[src/rtl/rs_pkg.sv]
package rs_pkg;
  typedef enum logic [1:0] {
    SRC_NONE   = 2'd0,
    SRC_BYPASS = 2'd1,
    SRC_SLOT   = 2'd2
  } dsp_src_e;
endpackage

[src/rtl/rs_entry.sv]
module rs_entry #(
  parameter int OP_W   = 4,
  parameter int TAG_W  = 4,
  parameter int DATA_W = 16
) (
  input  logic              clk,
  input  logic              rst_n,
  input  logic              alloc_i,
  input  logic              clear_i,
  input  logic [OP_W-1:0]   in_op_i,
  input  logic [TAG_W-1:0]  in_dst_i,
  input  logic              in_a_rdy_i,
  input  logic [DATA_W-1:0] in_a_val_i,
  input  logic [TAG_W-1:0]  in_a_tag_i,
  input  logic              in_b_rdy_i,
  input  logic [DATA_W-1:0] in_b_val_i,
  input  logic [TAG_W-1:0]  in_b_tag_i,
  input  logic              cdb_valid_i,
  input  logic [TAG_W-1:0]  cdb_tag_i,
  input  logic [DATA_W-1:0] cdb_data_i,
  output logic              valid_o,
  output logic              ready_o,
  output logic [OP_W-1:0]   op_o,
  output logic [TAG_W-1:0]  dst_o,
  output logic [DATA_W-1:0] a_o,
  output logic [DATA_W-1:0] b_o
);
  logic              vld_q, vld_d;
  logic [OP_W-1:0]   op_q, op_d;
  logic [TAG_W-1:0]  dst_q, dst_d;
  logic              ar_q, ar_d, br_q, br_d;
  logic [DATA_W-1:0] av_q, av_d, bv_q, bv_d;
  logic [TAG_W-1:0]  at_q, at_d, bt_q, bt_d;
  logic              en;

  assign en = alloc_i | clear_i | cdb_valid_i;

  always_comb begin
    if (alloc_i) begin
      vld_d = 1'b1;
      op_d = in_op_i;       dst_d = in_dst_i;
      ar_d = in_a_rdy_i;    av_d = in_a_val_i;  at_d = in_a_tag_i;
      br_d = in_b_rdy_i;    bv_d = in_b_val_i;  bt_d = in_b_tag_i;
    end else begin
      vld_d = vld_q & ~clear_i;
      op_d = op_q;          dst_d = dst_q;
      ar_d = ar_q;          av_d = av_q;        at_d = at_q;
      br_d = br_q;          bv_d = bv_q;        bt_d = bt_q;
    end
    // wakeup applies to the stored slot and to a slot being written now
    if (vld_d && !ar_d && cdb_valid_i && (at_d == cdb_tag_i)) begin
      ar_d = 1'b1;
      av_d = cdb_data_i;
    end
    if (vld_d && !br_d && cdb_valid_i && (bt_d == cdb_tag_i)) begin
      br_d = 1'b1;
      bv_d = cdb_data_i;
    end
  end

  always_ff @(posedge clk or negedge rst_n) begin
    if (!rst_n) begin
      vld_q <= 1'b0;
      op_q  <= '0;  dst_q <= '0;
      ar_q  <= 1'b0; av_q <= '0; at_q <= '0;
      br_q  <= 1'b0; bv_q <= '0; bt_q <= '0;
    end else if (en) begin
      vld_q <= vld_d;
      op_q  <= op_d;  dst_q <= dst_d;
      ar_q  <= ar_d;  av_q <= av_d;  at_q <= at_d;
      br_q  <= br_d;  bv_q <= bv_d;  bt_q <= bt_d;
    end
  end

  assign valid_o = vld_q;
  assign ready_o = vld_q & ar_q & br_q;
  assign op_o    = op_q;
  assign dst_o   = dst_q;
  assign a_o     = av_q;
  assign b_o     = bv_q;

  // a matching broadcast fills a pending source at the next edge
  assert_capture_a_R4: assert property (@(posedge clk) disable iff (!rst_n)
    (vld_q && !ar_q && !alloc_i && !clear_i && cdb_valid_i && cdb_tag_i == at_q)
    |=> (ar_q && av_q == $past(cdb_data_i)));

  // a pending source cannot wake up without its broadcast
  assert_no_false_wake_R3: assert property (@(posedge clk) disable iff (!rst_n)
    (vld_q && !br_q && !alloc_i && !(cdb_valid_i && cdb_tag_i == bt_q))
    |=> !br_q);

  // a held slot keeps its instruction until it leaves
  assert_hold_fields_R8: assert property (@(posedge clk) disable iff (!rst_n)
    (vld_q && !alloc_i && !clear_i) |=> (vld_q && $stable(op_q) && $stable(dst_q)));
endmodule

[src/rtl/rs_age_pick.sv]
module rs_age_pick #(
  parameter int DEPTH = 4
) (
  input  logic             clk,
  input  logic             rst_n,
  input  logic [DEPTH-1:0] alloc_oh_i,
  input  logic [DEPTH-1:0] req_i,
  output logic [DEPTH-1:0] grant_o
);
  // older_q[i][j] set: slot i was written before slot j
  logic [DEPTH-1:0] older_q [DEPTH];
  logic [DEPTH-1:0] older_d [DEPTH];
  logic             en;

  assign en = |alloc_oh_i;

  always_comb begin
    for (int i = 0; i < DEPTH; i++) begin
      for (int j = 0; j < DEPTH; j++) begin
        if (alloc_oh_i[i])      older_d[i][j] = 1'b0;
        else if (alloc_oh_i[j]) older_d[i][j] = (i != j);
        else                    older_d[i][j] = older_q[i][j];
      end
    end
  end

  always_ff @(posedge clk or negedge rst_n) begin
    if (!rst_n) begin
      for (int i = 0; i < DEPTH; i++) older_q[i] <= '0;
    end else if (en) begin
      for (int i = 0; i < DEPTH; i++) older_q[i] <= older_d[i];
    end
  end

  for (genvar g = 0; g < DEPTH; g++) begin : g_col
    logic [DEPTH-1:0] beats;
    for (genvar h = 0; h < DEPTH; h++) begin : g_row
      assign beats[h] = req_i[h] & older_q[h][g];
    end
    assign grant_o[g] = req_i[g] & ~|beats;
  end

  // never more than one winner
  assert_one_grant_R11: assert property (@(posedge clk) disable iff (!rst_n)
    $onehot0(grant_o));

  // some requester always wins
  assert_grant_when_req_R6: assert property (@(posedge clk) disable iff (!rst_n)
    (|req_i) |-> (|grant_o));
endmodule

[src/rtl/resv_station.sv]
module resv_station #(
  parameter int DEPTH  = 4,
  parameter int OP_W   = 4,
  parameter int TAG_W  = 4,
  parameter int DATA_W = 16
) (
  input  logic              clk,
  input  logic              rst_n,
  input  logic              flush,
  input  logic              iss_valid,
  output logic              iss_ready,
  input  logic [OP_W-1:0]   iss_op,
  input  logic [TAG_W-1:0]  iss_dst,
  input  logic              iss_a_rdy,
  input  logic [DATA_W-1:0] iss_a_val,
  input  logic [TAG_W-1:0]  iss_a_tag,
  input  logic              iss_b_rdy,
  input  logic [DATA_W-1:0] iss_b_val,
  input  logic [TAG_W-1:0]  iss_b_tag,
  input  logic              cdb_valid,
  input  logic [TAG_W-1:0]  cdb_tag,
  input  logic [DATA_W-1:0] cdb_data,
  input  logic              fu_busy,
  output logic              dsp_valid,
  output logic [OP_W-1:0]   dsp_op,
  output logic [TAG_W-1:0]  dsp_dst,
  output logic [DATA_W-1:0] dsp_a,
  output logic [DATA_W-1:0] dsp_b
);
  import rs_pkg::*;

  logic [DEPTH-1:0]  slot_vld, slot_rdy, free_oh, alloc_oh, clear_vec, grant;
  logic [OP_W-1:0]   slot_op  [DEPTH];
  logic [TAG_W-1:0]  slot_dst [DEPTH];
  logic [DATA_W-1:0] slot_a   [DEPTH];
  logic [DATA_W-1:0] slot_b   [DEPTH];
  logic              accept, any_rdy, bypass, take_slot;
  dsp_src_e          src;

  assign iss_ready = ~&slot_vld;
  assign accept    = iss_valid & iss_ready & ~flush;
  assign any_rdy   = |slot_rdy;
  assign bypass    = accept & iss_a_rdy & iss_b_rdy & ~fu_busy & ~any_rdy;
  assign take_slot = any_rdy & ~fu_busy & ~flush;

  // lowest free slot
  always_comb begin
    free_oh = '0;
    for (int i = DEPTH - 1; i >= 0; i--) begin
      if (!slot_vld[i]) free_oh = '0 | (DEPTH'(1) << i);
    end
  end

  assign alloc_oh  = (accept && !bypass) ? free_oh : '0;
  assign clear_vec = flush ? '1 : (take_slot ? grant : '0);

  for (genvar g = 0; g < DEPTH; g++) begin : g_slot
    rs_entry #(.OP_W(OP_W), .TAG_W(TAG_W), .DATA_W(DATA_W)) u_entry (
      .clk(clk), .rst_n(rst_n),
      .alloc_i(alloc_oh[g]), .clear_i(clear_vec[g]),
      .in_op_i(iss_op), .in_dst_i(iss_dst),
      .in_a_rdy_i(iss_a_rdy), .in_a_val_i(iss_a_val), .in_a_tag_i(iss_a_tag),
      .in_b_rdy_i(iss_b_rdy), .in_b_val_i(iss_b_val), .in_b_tag_i(iss_b_tag),
      .cdb_valid_i(cdb_valid), .cdb_tag_i(cdb_tag), .cdb_data_i(cdb_data),
      .valid_o(slot_vld[g]), .ready_o(slot_rdy[g]),
      .op_o(slot_op[g]), .dst_o(slot_dst[g]), .a_o(slot_a[g]), .b_o(slot_b[g])
    );
  end

  rs_age_pick #(.DEPTH(DEPTH)) u_age (
    .clk(clk), .rst_n(rst_n),
    .alloc_oh_i(alloc_oh), .req_i(slot_rdy), .grant_o(grant)
  );

  always_comb begin
    if (take_slot)   src = SRC_SLOT;
    else if (bypass) src = SRC_BYPASS;
    else             src = SRC_NONE;
  end

  always_comb begin
    dsp_valid = (src != SRC_NONE);
    dsp_op = '0; dsp_dst = '0; dsp_a = '0; dsp_b = '0;
    if (src == SRC_BYPASS) begin
      dsp_op = iss_op; dsp_dst = iss_dst; dsp_a = iss_a_val; dsp_b = iss_b_val;
    end else if (src == SRC_SLOT) begin
      for (int i = 0; i < DEPTH; i++) begin
        if (grant[i]) begin
          dsp_op  = dsp_op  | slot_op[i];
          dsp_dst = dsp_dst | slot_dst[i];
          dsp_a   = dsp_a   | slot_a[i];
          dsp_b   = dsp_b   | slot_b[i];
        end
      end
    end
  end

  // a busy unit never receives work
  assert_busy_blocks_R8: assert property (@(posedge clk) disable iff (!rst_n)
    fu_busy |-> !dsp_valid);

  // a flush leaves every slot empty
  assert_flush_empties_R10: assert property (@(posedge clk) disable iff (!rst_n)
    flush |=> (slot_vld == '0 && iss_ready));

  // a full buffer that loses nothing stays closed
  assert_full_stays_R9: assert property (@(posedge clk) disable iff (!rst_n)
    (&slot_vld && !flush && !dsp_valid) |=> !iss_ready);

  // a dispatched slot is gone the next cycle unless refilled
  assert_leaves_once_R11: assert property (@(posedge clk) disable iff (!rst_n)
    (take_slot && !accept) |=> ($countones(slot_vld) == $countones($past(slot_vld)) - 1));
endmodule

[config.mk]
export PLATFORM = sky130hd
export DESIGN_NAME = resv_station
export DESIGN_NICKNAME = d
export VERILOG_FILES = /design/src/rtl/rs_pkg.sv /design/src/rtl/rs_entry.sv /design/src/rtl/rs_age_pick.sv /design/src/rtl/resv_station.sv
export SDC_FILE = /design/constraint.sdc
export NUM_CORES = 1
export LEC_CHECK = 0
export BUFFER_PORTS_ARGS = -buffer_cell sky130_fd_sc_hd__buf_4
export CORE_MARGIN = 2
export CORE_UTILIZATION = 54
export CTS_CLUSTER_SIZE = 8
export DETAILED_ROUTE_END_ITERATION = 10
export PLACE_DENSITY = 0.77
export SLEW_MARGIN = 20
export SYNTH_ARGS = -nofsm -noshare
export SYNTH_HDL_FRONTEND = slang
export SYNTH_SLANG_ARGS = --single-unit
[constraint.sdc]
create_clock -name clk -period 3.3 [get_ports clk]
set_input_delay 0.495 -clock clk [delete_from_list [all_inputs] [get_ports clk]]
set_output_delay 0.495 -clock clk [all_outputs]
set_load 0.005 [all_outputs]
# Word level (Yosys, flattened, before mapping)

Cells that the tools add are included.

Bitwise gates (word level): 63
Multiplexer cells: 117
Equality and inequality tests: 10
Reduce and logical (&&, ||, !) cells: 79

Operator list:

| cell                                          | count |
|---|---|
| two-way mux 16 bit                            | 40 |
| two-way mux 4 bit                             | 39 |
| bitwise OR 16 bit                             | 6 |
| two-way mux 1 bit                             | 37 |
| AND 1 bit                                     | 36 |
| AND reduction 2 bit                           | 18 |
| == test 4 bit                                 | 8 |
| nonzero test 2 bit                            | 15 |
| logical AND 1 bit                             | 25 |
| bitwise OR 4 bit                              | 6 |
| logical NOT 1 bit                             | 14 |
| OR reduction 3 bit                            | 4 |
| bitwise OR 1 bit                              | 8 |
| OR reduction 4 bit                            | 2 |
| inverter 1 bit                                | 7 |
| AND reduction 4 bit                           | 1 |
| == test 2 x 1 -> 1 bit, second input constant | 1 |
| == test 2 bit, second input constant          | 1 |
| two-way mux 2 bit                             | 1 |

Input bits: 76
Output and inout port bits: 42
Register bits: 216

# Longest topological paths before layout

Word-level depth: 25
Mapped depth: 11
Depth with buffers taken out: 7

# Modules after synthesis

From an unflattened synthesis, not the netlist that was laid out.

Cells, all modules: 882
Area, all modules: 11,898.9 µm²

Modules (own cells, without submodules):

| module       | cells an instance | times used | area each (µm²) |
|---|---|---|---|
| rs_entry     | 166               | 4          | 2,507.4 |
| resv_station | 170               | 1          | 1,408.9 |
| rs_age_pick  | 48                | 1          | 460.4 |

# Least setup slack after synthesis

OpenSTA, ideal clock, no wires.

Kind: register to register
Start point: register g_slot[0].u_entry.br_q
End point: register g_slot[1].u_entry.av_q[10]
Clock period less this slack: 3.318 ns
Setup time: 0.125 ns
Arrival time: 3.194 ns
Cell stages (with the launch flop): 12
Slack: -0.018 ns
Cells stage by stage: dfrtp_1 > and3_4 > or4_4 > buf_6 > o21ai_2 > buf_6 > mux2_2 > xor2_1 > or4_1 > buf_2 > buf_2 > mux2_2

Cells in the longest elaborated chain, start to end: 15
Elaborated cells between the ends (all ways): 30
Classes of those cells: eq/ne: 1; mux: 7; bitwise: 11; reduce/logical: 11

RTL lines:

| what                           | line               | RTL |
|---|---|---|
| from (decl)                    | rs_entry.sv:31     | `logic ar_q, ar_d, br_q, br_d;` |
| from (signal assigned)         | rs_entry.sv:71     | `br_q <= br_d; bv_q <= bv_d; bt_q <= bt_d;` |
| AND 1 bit (*)                  | rs_entry.sv:76     | `assign ready_o = vld_q & ar_q & br_q;` |
| AND 1 bit                      | rs_age_pick.sv:38  | `assign beats[h] = req_i[h] & older_q[h][g];` |
| OR reduction 3 bit             | rs_age_pick.sv:40  | `assign grant_o[g] = req_i[g] & ~\|beats;` |
| logical NOT 1 bit              | rs_age_pick.sv:40  |  |
| AND 1 bit                      | rs_age_pick.sv:40  |  |
| two-way mux 4 bit (2 in a row) | resv_station.sv:55 | `assign clear_vec = flush ? '1 : (take_slot ? grant : '0);` |
| inverter 1 bit                 | rs_entry.sv:45     | `vld_d = vld_q & ~clear_i;` |
| AND 1 bit                      | rs_entry.sv:45     |  |
| two-way mux 1 bit              | rs_entry.sv:39     | `if (alloc_i) begin` |
| logical AND 1 bit (3 in a row) | rs_entry.sv:51     | `if (vld_d && !ar_d && cdb_valid_i && (at_d == cdb_tag_i)) begin` |
| nonzero test 2 bit (no line)   | n/a                |  |
| AND reduction 2 bit (no line)  | n/a                |  |
| to (signal assigned)           | rs_entry.sv:70     | `ar_q <= ar_d; av_q <= av_d; at_q <= at_d;` |
| to (decl)                      | rs_entry.sv:32     | `logic [DATA_W-1:0] av_q, av_d, bv_q, bv_d;` |

Every way passes the cells marked *; elsewhere a longest branch is shown, timed or not.
A chain may end at the register's enable or synchronous reset.

# Worst setup path in the final report

Start point: register g_slot[3].u_entry.br_q
End point: output port dsp_b[1]

Cells in the longest elaborated chain, start to end: 20
Elaborated cells between the ends (all ways): 38
Classes of those cells: eq/ne: 2; mux: 14; bitwise: 15; reduce/logical: 7

RTL lines:

| what                   | line               | RTL |
|---|---|---|
| from (decl)            | rs_entry.sv:31     |  |
| from (signal assigned) | rs_entry.sv:71     |  |
| AND 1 bit (*)          | rs_entry.sv:76     |  |
| AND 1 bit              | rs_age_pick.sv:38  |  |
| OR reduction 3 bit     | rs_age_pick.sv:40  |  |
| logical NOT 1 bit      | rs_age_pick.sv:40  |  |
| AND 1 bit              | rs_age_pick.sv:40  |  |
| two-way mux 16 bit     | resv_station.sv:88 | `if (grant[i]) begin` |
| two-way mux 16 bit     | resv_station.sv:86 | `end else if (src == SRC_SLOT) begin` |
| two-way mux 16 bit     | resv_station.sv:84 | `if (src == SRC_BYPASS) begin` |
| [... 4 more ...]       | n/a                |  |
| bitwise OR 16 bit      | resv_station.sv:92 | `dsp_b = dsp_b \| slot_b[i];` |
| two-way mux 16 bit     | resv_station.sv:88 |  |
| two-way mux 16 bit     | resv_station.sv:86 |  |
| two-way mux 16 bit     | resv_station.sv:84 |  |
| bitwise OR 16 bit      | resv_station.sv:92 |  |
| two-way mux 16 bit     | resv_station.sv:88 |  |
| two-way mux 16 bit     | resv_station.sv:86 |  |
| two-way mux 16 bit (*) | resv_station.sv:84 |  |
| to (decl)              | resv_station.sv:28 | `output logic [DATA_W-1:0] dsp_b` |

Every way passes the cells marked *; elsewhere a longest branch is shown, timed or not. The select of a mux whose other input is x is not followed.

==> impl_metrics.json <==
{
  "row_count": 53,
  "wirelength_mm": 36.6,
  "finalSetupViolations": 0,
  "avgSynthCellArea_sq_um": 9.01,
  "cts_tree": "built",
  "top_level_ports": 118,
  "root_buffer": "clkbuf_16",
  "num-nets-final": 1514,
  "p_leak_nw": 7.13,
  "coreArea_sq_um": 21200,
  "timing.final.max_slew_violations": 0,
  "final.min_clock_period_ps": 3260,
  "antenna_cells": 0,
  "track_usage_pct": 31.4,
  "cp-end-kind": "output pin",
  "syn-cell-area_sq_um": 11700,
  "numCtsBuffers": 30,
  "worst_setup_path_start_kind": "flop",
  "dpl_cell_area_sq_um": 13200,
  "fillers": 1613,
  "synth-simple-area-share_pct": 21.5,
  "critical_path_arrival_ps": 2770,
  "synth-edff-count": 0,
  "hpwl_mm": 21.9,
  "synth_top_family_by_area": "simple AND/OR/NAND/NOR gates",
  "grt_pass1_vias": 10443,
  "viasPerCell": 6.06,
  "clkLatencyLatePin_ps": 560,
  "yosysWarnings": 0,
  "die_w_microns": 151,
  "first_pass_iters": 5,
  "cts-htree-levels": 1,
  "synth_xor_area_share_pct": 2.40,
  "antenna_left": 0,
  "synthCells": 1297,
  "ys_seq_area_share_pct": 46.2,
  "synth-async-reset-ratio_pct": 100,
  "fp.dieArea_sq_um": 22800,
  "peakVddDrop_mv": 0.470,
  "synth_top_area_share_pct": 46.2,
  "cp.required_ps": 2800,
  "cts.sinks": 216,
  "portBuffers": 117,
  "maxCapViolations": 0,
  "synth.most_common_cell": "nand2_1",
  "wl_per_cell_microns": 21.4,
  "synth.distinct_cells": 54,
  "synth-adder-area-share_pct": 0,
  "synth_common_cells": "536 x nand2_1, 216 x dfrtp_1, 114 x mux2_2",
  "stdcell_count": 1712,
  "area_delta_synth_final_pct": 21.6,
  "multi_input_area_sq_um": 6030,
  "yosysTopAreaCell": "dfrtp_1",
  "synth_compound_area_share_pct": 11.4,
  "max_freq_mhz": 307,
  "remaining_drc_errors": 0,
  "finalHoldViolations": 0,
  "yosys_register_bits": 216,
  "gp_routability_congestion": 0.915,
  "muxShareOfSynthArea_pct": 15.0,
  "worst_pin_slew_ps": 821,
  "max_slew_margin_pct": 45.2,
  "drt_iter0_markers": 911,
  "start_util_pct": 55.3,
  "grt_pass1_wl_mm": 55.4,
  "die_y_microns": 151,
  "hp-class": "in2async",
  "grt_max_degree": 97,
  "synthTopCellsByArea": "dfrtp_1 46%, nand2_1 17%, mux2_2 11%",
  "critical_path_class": "reg2out",
  "status": "completed",
  "rsz0062_at_grt": "true",
  "num_vias": 10370,
  "dp.cells": 1664,
  "regArea_sq_um": 5410,
  "syn_nets": 1373,
  "fin_crit_sh_pct": 98.8,
  "p_per_area_nw_per_um2": 556,
  "clk_pin_slew_ps": 50,
  "skew_ps": 30.2,
  "finalInstanceArea_sq_um": 14200,
  "overflow": 0,
  "antenna_found_initial": 0,
  "utilization_pct": 67.2,
  "drive_gt1_share_pct": 26.9,
  "synth_ff_type": "dfrtp_1",
  "cp_max_fo": 5,
  "ctsLongestPathBuffers": 3
}
-- critical path: stages (launching register included) --
cell       delay, ps
dfrtp_1          380
and3_4           210
or4_4            580
buf_6            170
nor3_4           200
buf_6            190
clkbuf_16        180
nand2_1           70
o21ai_2           90
buf_4            140
-- logic make-up after synthesis --
kind of cell,count (synthesis)
AOI/OAI and AO/OA,184
and+or+nand+nor,620
muxes,151
xor gates and xnor gates,32
buffers and inverters,94
DFF,216
-- layer usage --
metal,track usage (%),vias up,wire length (microns)
met5,0,-,0
li1,-,4689,-
met2,52.2,545,17400
met3,3.89,93,3030
met4,12.1,0,1330
met1,42.2,5043,14800
-- flip-flops by register name (all words and copies together), names as in the netlist --
register,cells
g_slot.u_entry.br_q,4
u_age.older_q,12
g_slot.u_entry.ar_q,4
g_slot.u_entry.dst_o,16
g_slot.u_entry.b_o,64
g_slot.u_entry.at_q,16
g_slot.u_entry.bt_q,16
g_slot.u_entry.a_o,64
g_slot.u_entry.valid_o,4
g_slot.u_entry.op_o,16
-- final timing paths --
path,from,endpoint,slack [ps],cells after the start
setup / recovery,g_slot[3].u_entry.br_q,dsp_b[1],40,9
hold / removal,rst_n,g_slot[2].u_entry.at_q[1],20,1
setup reg to reg,g_slot[3].u_entry.br_q,g_slot[0].u_entry.b_o[15],60,9
hold reg to reg,g_slot[2].u_entry.op_o[3],g_slot[2].u_entry.op_o[3],470,2
max in group asynchronous,rst_n,g_slot[2].u_entry.b_o[1],2240,2
min in group clk,iss_dst[0],g_slot[1].u_entry.dst_o[0],170,3
-- final cells by class --
type | count | area share [%]
Timing Repair Buffer | 192 | 11.5
Tap cell | 275 | 2.42
Clock buffer | 30 | 5.28
Inverter | 9 | 0.238
Clock inverter | 1 | 0.114
Multi-Input combinational cell | 989 | 42.4
Sequential cell | 216 | 38.0
-- what timing repair did --
| action | CTS | global route |
|---|---|---|
| setup buffers | 4 | 6 |
| endpoints found under the setup margin | 6 | 81 |
| pin swaps | 4 | 5 |
| gates cloned | 2 | 5 |
| resized for setup | 11 | 14 |
| hold buffers | 0 | 0 |
-- cell usage in the layout (no fill, tap or decap), types with 8 or more instances in the layout --
master     Yosys  routed
mux2_2       114     114
a22o_1        40      40
nor2_1        25      25
nand2_1      536     535
o21ai_0       61      50
a21oi_1       10      10
nand4_1       10      10
a221oi_1      40      40
dfrtp_1      216     216
xor2_1        16      16
xnor2_1       16      16
mux2_4        20      20
buf_4          2     174
clkbuf_16      0      33
buf_12         0       8
mux2i_1       17      17
-- through the flow --
step	TNS, ps	total power, W	setup slack [ps]	hold slack [ps]
after detailed placement	0	0.00517	43.6	462
final	0	0.00790	39.3	20.2
after global routing	-249	0.00826	-30.3	90.4
after floorplan	0	0.00460	3.19	199
after global placement	0	0.00506	107	457
after CTS	0	0.00785	6.01	65.6
-- report_power, final --
group          internal [W]  switching, W  leakage [nW]
combinational      0.000833      0.000849          3.97
sequential          0.00324      0.000310          2.78
clock               0.00158       0.00109         0.377
total               0.00565       0.00225          7.13
No activity file was read; power rests on OpenSTA's default activity.
